<file path="src/rtl/dmach_pkg.sv">
package dmach_pkg;

    typedef enum logic [2:0] {
        ST_IDLE, ST_ARMED, ST_HOLD, ST_ADDR, ST_XFER, ST_MRD, ST_MWR, ST_REL
    } dma_state_t;

    localparam logic [2:0] RS_SRC  = 3'd0;
    localparam logic [2:0] RS_CNT  = 3'd1;
    localparam logic [2:0] RS_CTRL = 3'd2;
    localparam logic [2:0] RS_STAT = 3'd3;
    localparam logic [2:0] RS_DST  = 3'd4;

    localparam int CB_START = 0;
    localparam int CTRL_LSB = 1;
    localparam int CTRL_MSB = 8;

    // control fields, MSB first: bit8 .. bit1 of the control word
    typedef struct packed {
        logic swreq;
        logic mask;
        logic dack_lo;
        logic dreq_lo;
        logic fill;
        logic down;
        logic m2m;
        logic to_mem;
    } ctrl_t;

endpackage

</file>
<file path="src/rtl/dmach_regs.sv">
module dmach_regs
    import dmach_pkg::*;
#(
    parameter int AW = 16,
    parameter int CW = 16,
    parameter int DW = 16
) (
    input  logic          clk,
    input  logic          rst_n,
    input  logic          cpu_sel,
    input  logic [2:0]    cpu_rs,
    input  logic          cpu_we,
    input  logic [DW-1:0] cpu_wdata,
    output logic [DW-1:0] cpu_rdata,
    input  logic          busy,
    input  logic          tc_event,
    input  logic          word_done,
    input  logic          src_step,
    input  logic          dst_step,
    output ctrl_t         ctrl,
    output logic [AW-1:0] src_addr,
    output logic [AW-1:0] dst_addr,
    output logic [CW-1:0] count,
    output logic          start_pulse
);
    localparam logic [AW-1:0] A_ONE = AW'(1);
    localparam logic [CW-1:0] C_ONE = CW'(1);

    logic wr;
    logic done_q;

    assign wr          = cpu_sel && cpu_we;
    assign start_pulse = wr && (cpu_rs == RS_CTRL) && cpu_wdata[CB_START]
                         && !busy && (count != '0);

    always_ff @(posedge clk) begin
        if (!rst_n) begin
            src_addr <= '0;
            dst_addr <= '0;
            count    <= '0;
            ctrl     <= '0;
            done_q   <= 1'b0;
        end else begin
            if (wr && !busy && cpu_rs == RS_SRC)
                src_addr <= cpu_wdata[AW-1:0];
            else if (src_step)
                src_addr <= ctrl.down ? src_addr - A_ONE : src_addr + A_ONE;

            if (wr && !busy && cpu_rs == RS_DST)
                dst_addr <= cpu_wdata[AW-1:0];
            else if (dst_step)
                dst_addr <= ctrl.down ? dst_addr - A_ONE : dst_addr + A_ONE;

            if (wr && !busy && cpu_rs == RS_CNT)
                count <= cpu_wdata[CW-1:0];
            else if (word_done)
                count <= count - C_ONE;

            if (wr && cpu_rs == RS_CTRL)
                ctrl <= ctrl_t'(cpu_wdata[CTRL_MSB:CTRL_LSB]);
            else if (tc_event)
                ctrl.swreq <= 1'b0;

            if (start_pulse)
                done_q <= 1'b0;
            else if (tc_event)
                done_q <= 1'b1;
        end
    end

    always_comb begin
        cpu_rdata = '0;
        if (cpu_sel) begin
            unique case (cpu_rs)
                RS_SRC:  cpu_rdata = DW'(src_addr);
                RS_DST:  cpu_rdata = DW'(dst_addr);
                RS_CNT:  cpu_rdata = DW'(count);
                RS_CTRL: cpu_rdata = DW'({ctrl, 1'b0});
                RS_STAT: cpu_rdata = DW'({done_q, busy});
                default: cpu_rdata = '0;
            endcase
        end
    end

    // while busy the count moves only downwards, one step at a time
    a_r7_count_steps_down: assert property (@(posedge clk) disable iff (!rst_n)
        ($past(busy) && count != $past(count)) |-> count == $past(count) - C_ONE);

endmodule

</file>
<file path="src/rtl/dmach_fsm.sv">
module dmach_fsm
    import dmach_pkg::*;
#(
    parameter int CW = 16
) (
    input  logic          clk,
    input  logic          rst_n,
    input  logic          start,
    input  logic          to_mem,
    input  logic          m2m,
    input  logic          fill,
    input  logic          dreq_lo,
    input  logic          mask,
    input  logic          swreq,
    input  logic          dreq,
    input  logic          hold_ack,
    input  logic          eop_in,
    input  logic [CW-1:0] count,
    output logic          hold_req,
    output logic          bus_own,
    output logic          dack_act,
    output logic          mem_rd,
    output logic          mem_wr,
    output logic          use_dst,
    output logic          latch_data,
    output logic          word_done,
    output logic          src_step,
    output logic          dst_step,
    output logic          tc_event,
    output logic          busy
);
    dma_state_t st, nxt;
    logic done_q, eop_q, go, last;

    assign go   = !mask && ((dreq ^ dreq_lo) || swreq);
    assign last = (count == CW'(1)) || eop_in || eop_q;

    always_comb begin
        nxt = st;
        unique case (st)
            ST_IDLE:  if (start) nxt = ST_ARMED;
            ST_ARMED: if (go) nxt = ST_HOLD;
            ST_HOLD:  if (hold_ack) nxt = m2m ? ST_MRD : ST_ADDR;
            ST_ADDR:  nxt = ST_XFER;
            ST_XFER:  nxt = ST_REL;
            ST_MRD:   nxt = ST_MWR;
            ST_MWR:   if (last) nxt = ST_REL;
                      else nxt = fill ? ST_MWR : ST_MRD;
            ST_REL:   if (!hold_ack) nxt = done_q ? ST_IDLE : ST_ARMED;
            default:  nxt = ST_IDLE;
        endcase
    end

    always_ff @(posedge clk) begin
        if (!rst_n) begin
            st     <= ST_IDLE;
            done_q <= 1'b0;
            eop_q  <= 1'b0;
        end else begin
            st <= nxt;
            if (start) begin
                done_q <= 1'b0;
                eop_q  <= 1'b0;
            end else begin
                if (tc_event) done_q <= 1'b1;
                if (bus_own && eop_in) eop_q <= 1'b1;
            end
        end
    end

    always_comb begin
        hold_req   = 1'b0;
        bus_own    = 1'b0;
        dack_act   = 1'b0;
        mem_rd     = 1'b0;
        mem_wr     = 1'b0;
        use_dst    = 1'b0;
        latch_data = 1'b0;
        word_done  = 1'b0;
        src_step   = 1'b0;
        dst_step   = 1'b0;
        unique case (st)
            ST_HOLD: hold_req = 1'b1;
            ST_ADDR: begin
                hold_req = 1'b1; bus_own = 1'b1; dack_act = 1'b1;
            end
            ST_XFER: begin
                hold_req = 1'b1; bus_own = 1'b1; dack_act = 1'b1;
                mem_rd = !to_mem; mem_wr = to_mem;
                word_done = 1'b1; src_step = 1'b1;
            end
            ST_MRD: begin
                hold_req = 1'b1; bus_own = 1'b1; mem_rd = 1'b1;
                latch_data = 1'b1; src_step = !fill;
            end
            ST_MWR: begin
                hold_req = 1'b1; bus_own = 1'b1; mem_wr = 1'b1;
                use_dst = 1'b1; word_done = 1'b1; dst_step = 1'b1;
            end
            default: ;
        endcase
        tc_event = word_done && last;
        busy     = (st != ST_IDLE);
    end

    // a hold request is only ever raised for an unmasked request
    a_r3_hold_needs_request: assert property (@(posedge clk) disable iff (!rst_n)
        $rose(hold_req) |-> $past(!mask && ((dreq ^ dreq_lo) || swreq)));
    // the bus is taken only after the acknowledge was sampled
    a_r4_own_after_ack: assert property (@(posedge clk) disable iff (!rst_n)
        $rose(bus_own) |-> $past(hold_ack));
    // terminal count lasts one cycle
    a_r7_tc_one_cycle: assert property (@(posedge clk) disable iff (!rst_n)
        tc_event |=> !tc_event);
    // the hold request drops right after the last word
    a_r8_release_after_tc: assert property (@(posedge clk) disable iff (!rst_n)
        tc_event |=> !hold_req);

endmodule

</file>
<file path="src/rtl/dma_channel.sv">
module dma_channel
    import dmach_pkg::*;
#(
    parameter int AW = 16,
    parameter int CW = 16,
    parameter int DW = 16
) (
    input  logic          clk,
    input  logic          rst_n,
    input  logic          cpu_sel,
    input  logic [2:0]    cpu_rs,
    input  logic          cpu_we,
    input  logic [DW-1:0] cpu_wdata,
    output logic [DW-1:0] cpu_rdata,
    output logic          hold_req,
    input  logic          hold_ack,
    input  logic          dreq,
    output logic          dack,
    input  logic          eop_in,
    output logic          tc_out,
    output logic          bus_own,
    output logic [AW-1:0] mem_addr,
    output logic          mem_rd,
    output logic          mem_wr,
    output logic [DW-1:0] mem_wdata,
    input  logic [DW-1:0] mem_rdata,
    input  logic [DW-1:0] io_din,
    output logic [DW-1:0] io_dout
);
    ctrl_t         ctrl;
    logic [AW-1:0] src_addr, dst_addr;
    logic [CW-1:0] count;
    logic [DW-1:0] data_q;
    logic start_pulse, busy, tc_event, word_done, src_step, dst_step;
    logic dack_act, use_dst, latch_data;

    dmach_regs #(.AW(AW), .CW(CW), .DW(DW)) u_regs (
        .clk(clk), .rst_n(rst_n), .cpu_sel(cpu_sel), .cpu_rs(cpu_rs),
        .cpu_we(cpu_we), .cpu_wdata(cpu_wdata), .cpu_rdata(cpu_rdata),
        .busy(busy), .tc_event(tc_event), .word_done(word_done),
        .src_step(src_step), .dst_step(dst_step), .ctrl(ctrl),
        .src_addr(src_addr), .dst_addr(dst_addr), .count(count),
        .start_pulse(start_pulse)
    );

    dmach_fsm #(.CW(CW)) u_fsm (
        .clk(clk), .rst_n(rst_n), .start(start_pulse),
        .to_mem(ctrl.to_mem), .m2m(ctrl.m2m), .fill(ctrl.fill),
        .dreq_lo(ctrl.dreq_lo), .mask(ctrl.mask), .swreq(ctrl.swreq),
        .dreq(dreq), .hold_ack(hold_ack), .eop_in(eop_in), .count(count),
        .hold_req(hold_req), .bus_own(bus_own), .dack_act(dack_act),
        .mem_rd(mem_rd), .mem_wr(mem_wr), .use_dst(use_dst),
        .latch_data(latch_data), .word_done(word_done),
        .src_step(src_step), .dst_step(dst_step), .tc_event(tc_event),
        .busy(busy)
    );

    always_ff @(posedge clk) begin
        if (!rst_n)          data_q <= '0;
        else if (latch_data) data_q <= mem_rdata;
    end

    assign mem_addr  = !bus_own ? '0 : (use_dst ? dst_addr : src_addr);
    assign mem_wdata = ctrl.m2m ? data_q : io_din;
    assign io_dout   = mem_rdata;
    assign dack      = dack_act ^ ctrl.dack_lo;
    assign tc_out    = tc_event;

    // the peripheral acknowledge is active only while the bus is owned
    a_r10_dack_only_on_bus: assert property (@(posedge clk) disable iff (!rst_n)
        (dack != ctrl.dack_lo) |-> bus_own);
    // the two memory strobes never overlap
    a_r5_no_strobe_overlap: assert property (@(posedge clk) disable iff (!rst_n)
        !(mem_rd && mem_wr));

endmodule

</file>
<file path="config.mk">
export PLATFORM = sky130hd
export DESIGN_NAME = dma_channel
export DESIGN_NICKNAME = d
export VERILOG_FILES = /design/src/rtl/dmach_pkg.sv /design/src/rtl/dmach_regs.sv /design/src/rtl/dmach_fsm.sv /design/src/rtl/dma_channel.sv
export SDC_FILE = /design/constraint.sdc
export NUM_CORES = 1
export LEC_CHECK = 0
export BUFFER_PORTS_ARGS = -buffer_cell sky130_fd_sc_hd__buf_2
export CAP_MARGIN = 20
export CORE_MARGIN = 5
export CORE_UTILIZATION = 30
export DETAILED_ROUTE_END_ITERATION = 10
export MAX_ROUTING_LAYER = met4
export PLACE_DENSITY = 0.47
export SETUP_SLACK_MARGIN = 0.2
export SYNTH_ARGS = -nofsm -noshare
export SYNTH_HDL_FRONTEND = slang
export SYNTH_SLANG_ARGS = --single-unit
</file>
<file path="constraint.sdc">
create_clock -name clk -period 5.4 [get_ports clk]
set_clock_uncertainty 0.05 [all_clocks]
set_input_delay 0.54 -clock clk [delete_from_list [all_inputs] [get_ports clk]]
set_output_delay 0.54 -clock clk [all_outputs]
set_load 0.02 [all_outputs]
</file>
==> run summary, run 1 <==
outcome: finished clean
Die Y: 149.7 um
largest family of logic cells by synthesized area: compound AO/OA/AOI/OAI gates
Worst Path Buf+Inv: 1
drc violations: 0
Via density: 5.377
Final WS setup: 2038 ps
wl on met1: 9380 um
# hold bufs at CTS: 0
Pwr Total: 1.510 mW
Layout area overhead: 18.27%
mux share of post-synthesis cell area: 0.06197
delay-heaviest family, CP: simple AND/OR/NAND/NOR gates
adder-cell share of the synthesized area: 0.07308
area of the multi-input gates: 0.003928 sq mm
post-cts resize count: 0
overall routing resource usage: 0.1955
initial DRC count: 324
num ports: 128
total number of vias: 6103
max-cap violations: 0
crit-path max FO: 26
number of CTS-inserted buffers: 9
Synth warnings: 0
Fin. Hold Viols: 0
synth top area cells: dfxtp_1 (26%), a21oi_1 (8.9%), nand2_1 (7.1%)
die footprint: 0.02241 sq mm
hold slack final: 382.0 ps
area leader, netlist: dfxtp_1
most common flop cell mapped by yosys: dfxtp_1
async set-reset flop share out of synthesis: 0
Startpoint Class: flop
Met3 Routed Length: 1146 um
share of cells above drive strength 1: 0.2014
Mapped Area: 0.005856 sq mm
clock sinks: 77
register area: 0.001541 sq mm
final setup fails: 0
post-route clock period utilization: 0.6226
Synth Area in Compound Gates: 0.2799
post-route ant nets: 0
fin crit period: 3362 ps
number of global-route vias before repair: 5807
pre-CTS setup slack: 2162 ps
final cell count without fillers: 1135
Net Count, Synth: 876
Routed WL per cell: 18.94 um
WL met2: 10370 um
Post CTS Setup Buffer Count: 0
VDD IR-drop max: 0.0001741 V
post-DP HPWL: 16350 um
Initial Utilization: 0.3029
WP data arrival: 2770 ps
sequential share of the synthesized area: 0.2632
top sig layer: met4
most common library cell in the layout ignoring fill and taps: buf_2
die width: 149.7 um
simple-gate share of the synthesized area: 0.2199
Clock Tree Buf Depth: 2
DRT Pass-1 Iters: 5
largest net degree at the start of global routing: 52
routability cong.: 0.8865
number of fillers in the final layout: 2096
first-pass GRT wire length: 33210 um
Max Slew Vio Count: 0
Achievable Freq: 297.5 MHz
CTS root buffer: clkbuf_16
Worst-Margin Slew: 1038 ps
initial antenna violation count: 1
Skew-Pair Late Insertion Delay: 350 ps
design area: 0.006925 sq mm
grt total ovfl: 0
number of synthesized flops with an enable pin: 0
PortBufs: 127
pwr dens: 218.1 mW/mm^2
Slew HR: 0.3057
Cell Area, Placed: 0.006541 sq mm
dpl cells: 1117
top cell type's share of synthesized area: 0.2632
Cell variety after synth: 65
Worst setup EP type: primary output
CP max stage delay: 680 ps
Hold Path Class: in -> reg
critical path's most frequent cell: nand2_1
slowest cell on the critical path: dfxtp_1
Pleak: 2.755 nW
Site Rows: 51
Synth Instances: 785
Avg Cell Area, Syn: 7.459 sq um
final core utilization: 0.3582
final WL: 21490 um
final net count: 955
FF+latch count, synth: 77
CTS tree: built
setup TNS: 0 ps
xor/xnor cell area share of the yosys netlist: 0.03590
Critical Path RT: 4810 ps
core area: 0.01933 sq mm
CP Class: reg -> out
Worst-path clk slew: 70 ps
RSZ-0062 raised after global routing: no
most frequent cells in the layout: buf_2 (127), nand2_1 (111), a21oi_1 (104)
H-tree Lvls: 3
Critical Path, Cell by Cell: nor2b_1 > nand2_1 > nand2_1 > a21oi_1 > buf_2
cell families after synthesis:
kind of cell | Yosys count
DFF | 77
adders and majority gates | 33
buffers and inverters | 83
and+or+nand+nor | 284
xor gates and xnor gates | 24
AOI/OAI and AO/OA | 251
muxes | 33
worst register-to-register path, delay by kind of cell, from the launching register on:
kind / cells / cell delay, ps
AOI/OAI and AO/OA: 3 / 670
DFF: 1 / 490
and+or+nand+nor: 3 / 1940
final cells by class:
type | instances | area share
sequential | 77 | 0.2226
clock buffer | 9 | 0.03252
clock inverter | 7 | 0.02096
inverter | 18 | 0.009756
timing repair buffer | 133 | 0.09883
tap | 265 | 0.04788
multi-input combinational | 625 | 0.5671
antenna | 1 | 0.0003613
path summary, 6_finish.rpt:
path                 from                  end  slack [ps]  depth (start not counted)
max reg2reg   u_fsm.st[2]  u_regs.dst_addr[13]        2130                          6
max           u_fsm.st[2]          mem_addr[4]        2040                          5
min reg2reg     data_q[5]            data_q[5]         400                          2
min          mem_rdata[7]            data_q[7]         380                          3
synth_stat cells (all sizes together), types with 3 or more instances:
library cell,number
nand3,12
buf,26
nor2b,8
or4,4
a211oi,8
xnor2,16
xor2,8
ha,31
inv,18
mux2i,16
a31oi,6
a221oi,17
and2,5
nand2b,10
o21bai,3
clkbuf,39
o31ai,3
a21oi,104
o21a,6
nor3,17
o221ai,3
and3,7
nor2,88
nor3b,4
o21ai,20
o22ai,10
dfxtp,77
nand2,111
a21o,9
o211ai,10
a22oi,30
or3,4
mux2,16
a222oi,3
nor4,6
flip-flops by register name, summed over array words and instances, names as in the netlist:
register,cells
u_regs.count,16
u_regs.ctrl,8
u_regs.src_addr,16
u_fsm.eop_q,1
data_q,16
u_fsm.st,3
u_fsm.done_q,1
u_regs.dst_addr,16
where the power goes:
group          internal, mW  switching (mW)  total, mW
sequential            0.573          0.0102      0.583
clock                 0.502           0.272      0.774
combinational        0.0553          0.0971      0.152
total                  1.13           0.379       1.51
layer usage:
layer / global-route usage / up-vias
li1: - / 3008
met1: 0.2430 / 2876
met2: 0.3195 / 181
met3: 0.03574 / 38
met4: 0.06862 / 0
met5: - / -
(Power assumes the default switching activity.)
==> inputs of run 2 (changes only) <==
==> constraint.sdc (replaced) <==
create_clock -name clk -period 3.2 [get_ports clk]
set_clock_uncertainty 0.05 [all_clocks]
set_input_delay 0.32 -clock clk [delete_from_list [all_inputs] [get_ports clk]]
set_output_delay 0.32 -clock clk [all_outputs]
set_load 0.02 [all_outputs]
==> run 2 against run 1 <==
Net effect: register-to-register slack worse by 1600 ps; power increased by 51%; combinational power rose by 78%; die area is the same; largest cell class unchanged.
==> run summary, run 2 (synthesis gave the netlist of run 1 again) <==
outcome: finished clean
initial DRC count: 386 (+19%)
Top Usage Layer GRT: met2
die width: 149.7 um (unchanged)
largest net degree at the start of global routing: 47 (-9.6%)
Clock Tree Buf Depth: 2 (unchanged)
Initial Utilization: 0.3029 (unchanged)
post-route ant nets: 0 (unchanged)
grt total ovfl: 0 (unchanged)
delay-heaviest family, CP: simple AND/OR/NAND/NOR gates
Slew HR: 0.5469 (+0.2413)
overall routing resource usage: 0.1960 (+0.0004940)
total number of vias: 6117 (+0.23%)
core area: 0.01933 sq mm (unchanged)
Max Slew Vio Count: 0 (unchanged)
number of CTS-inserted buffers: 9 (unchanged)
Skew-Pair Late Insertion Delay: 350 ps (about the same)
Fin. Hold Viols: 0 (unchanged)
post-DP HPWL: 16580 um (+1.4%)
pwr dens: 325.9 mW/mm^2 (+49%)
Achievable Freq: 348.4 MHz
CP max stage delay: 570 ps (-110 ps)
clock sinks: 77 (unchanged)
Critical Path, Cell by Cell: or4_4 > or3_4 > nor4_4 > a211oi_2 > nor2_2 > buf_2
met1 usage: 0.2423 (-0.0007507)
Worst Path Buf+Inv: 1 (unchanged)
share of cells above drive strength 1: 0.2187 (+0.01733)
Hold Path Class: in -> reg
slowest cell on the critical path: or4_4
DRT Pass-1 Iters: 5 (unchanged)
VDD IR-drop max: 0.0001985 V (+14%)
Critical Path RT: 2830 ps (-1980 ps)
CP Class: reg -> out
Routed WL per cell: 18.88 um (-0.28%)
CTS tree: built
GR Util met3: 0.04270 (+0.006965)
final setup fails: 0 (unchanged)
setup TNS: 0 ps (unchanged)
design area: 0.006993 sq mm (+0.98%)
Site Rows: 51 (unchanged)
Layout area overhead: 19.42%
CTS root buffer: clkbuf_16
max-cap violations: 0 (unchanged)
crit-path max FO: 8 (-69%)
Pleak: 2.811 nW (+2.0%)
die footprint: 0.02241 sq mm (unchanged)
PortBufs: 127 (unchanged)
reg2reg start: u_regs.ctrl[2]
final net count: 973 (+1.9%)
Worst-path clk slew: 70 ps (about the same)
WP data arrival: 2500 ps (-270 ps)
num ports: 128 (unchanged)
number of fillers in the final layout: 2057 (-1.9%)
routability cong.: 0.8781 (-0.95%)
initial antenna violation count: 1 (unchanged)
H-tree Lvls: 3 (unchanged)
most common library cell in the layout ignoring fill and taps: buf_2
Worst setup EP type: primary output
Cell Area, Placed: 0.006696 sq mm (+2.4%)
most frequent cells in the layout: buf_2 (127), nand2_1 (111), a21oi_1 (104)
Worst Setup SP: u_regs.count[8]
first-pass GRT wire length: 33020 um (-0.56%)
Startpoint Class: flop
hold slack final: 161.0 ps (-221.0 ps)
fin crit period: 2870 ps
final WL: 21770 um (+1.3%)
drc violations: 0 (unchanged)
M2 GR Usage: 0.3111 (-0.008371)
RSZ-0062 raised after global routing: no
hold path start: mem_rdata[2]
Worst-Margin Slew: 677.9 ps (-359.7 ps)
number of global-route vias before repair: 5765 (-0.72%)
post-route clock period utilization: 0.8970
Die Y: 149.7 um (unchanged)
Via density: 5.305 (-1.3%)
run 2: cell types whose count changed in the layout (fill, tap and decap cells not counted), sizes merged:
cell    previous run  this run
buf              133       151
bufinv             4         0
clkbuf             9        12
clkinv             0         1
run 2: where the power goes:
| group | leakage (nW) | switching [mW] | internal, mW | total (mW) |
|---|---|---|---|---|
| Clock | 0.140 | 0.453 | 0.573 | 1.03 |
| Sequential | 0.621 | 0.0140 | 0.967 | 0.981 |
| Combinational | 2.05 | 0.171 | 0.100 | 0.271 |
| Total | 2.81 | 0.638 | 1.64 | 2.28 |
run 2: final timing paths:
kind,end,slack [ps],cells past startpoint
setup reg to reg,u_regs.src_addr[15],570,8
hold / removal,data_q[2],160,3
hold reg to reg,data_q[4],410,2
setup / recovery,tc_out,330,6
run 2: per-layer routing:
metal	part of all wire	vias to the layer above	wire, um
li1	-	3047	-
met1	0.44	2846	9638
met2	0.47	188	10250
met3	0.057	36	1233
met4	0.030	0	656
met5	0	-	0
run 2: worst min-delay path, delay by kind of cell:
family	cells	cell delay, ps
AND/OR/NAND/NOR	1	50
buffers and inverters	1	100
AO/OA/AOI/OAI	1	50
run 2: final cells by class:
class                      instances  area (sq um)  area share
multi-input combinational        625          3935      0.5627
sequential                        77          1541      0.2204
timing repair buffer             151         828.3      0.1184
tap                              265         331.6     0.04741
clock buffer                      12         256.5     0.03668
inverter                          18         67.56    0.009662
clock inverter                     4         30.03    0.004294
antenna                            1         2.502   0.0003578
run 2: stage by stage:
step / instances / worst slack (ps) / util / power (mW)
after CTS: 1152 / 218.1 / 0.3612 / 2.304
final: 1153 / 329.7 / 0.3617 / 2.279
after floorplan: 785 / 335.8 / - / 1.164
after global placement: 1136 / 627.4 / 0.3463 / 1.274
after detailed placement: 1136 / 585.5 / 0.3463 / 1.272
after global routing: 1153 / 217.0 / 0.3617 / 2.365
run 2: timing repair:
item | 4_1_cts | 5_1_grt
endpoints found under the setup margin | 0 | 1
buffers inserted | 0 | 0
gates resized for setup | 0 | 2
hold buffers | 0 | 0
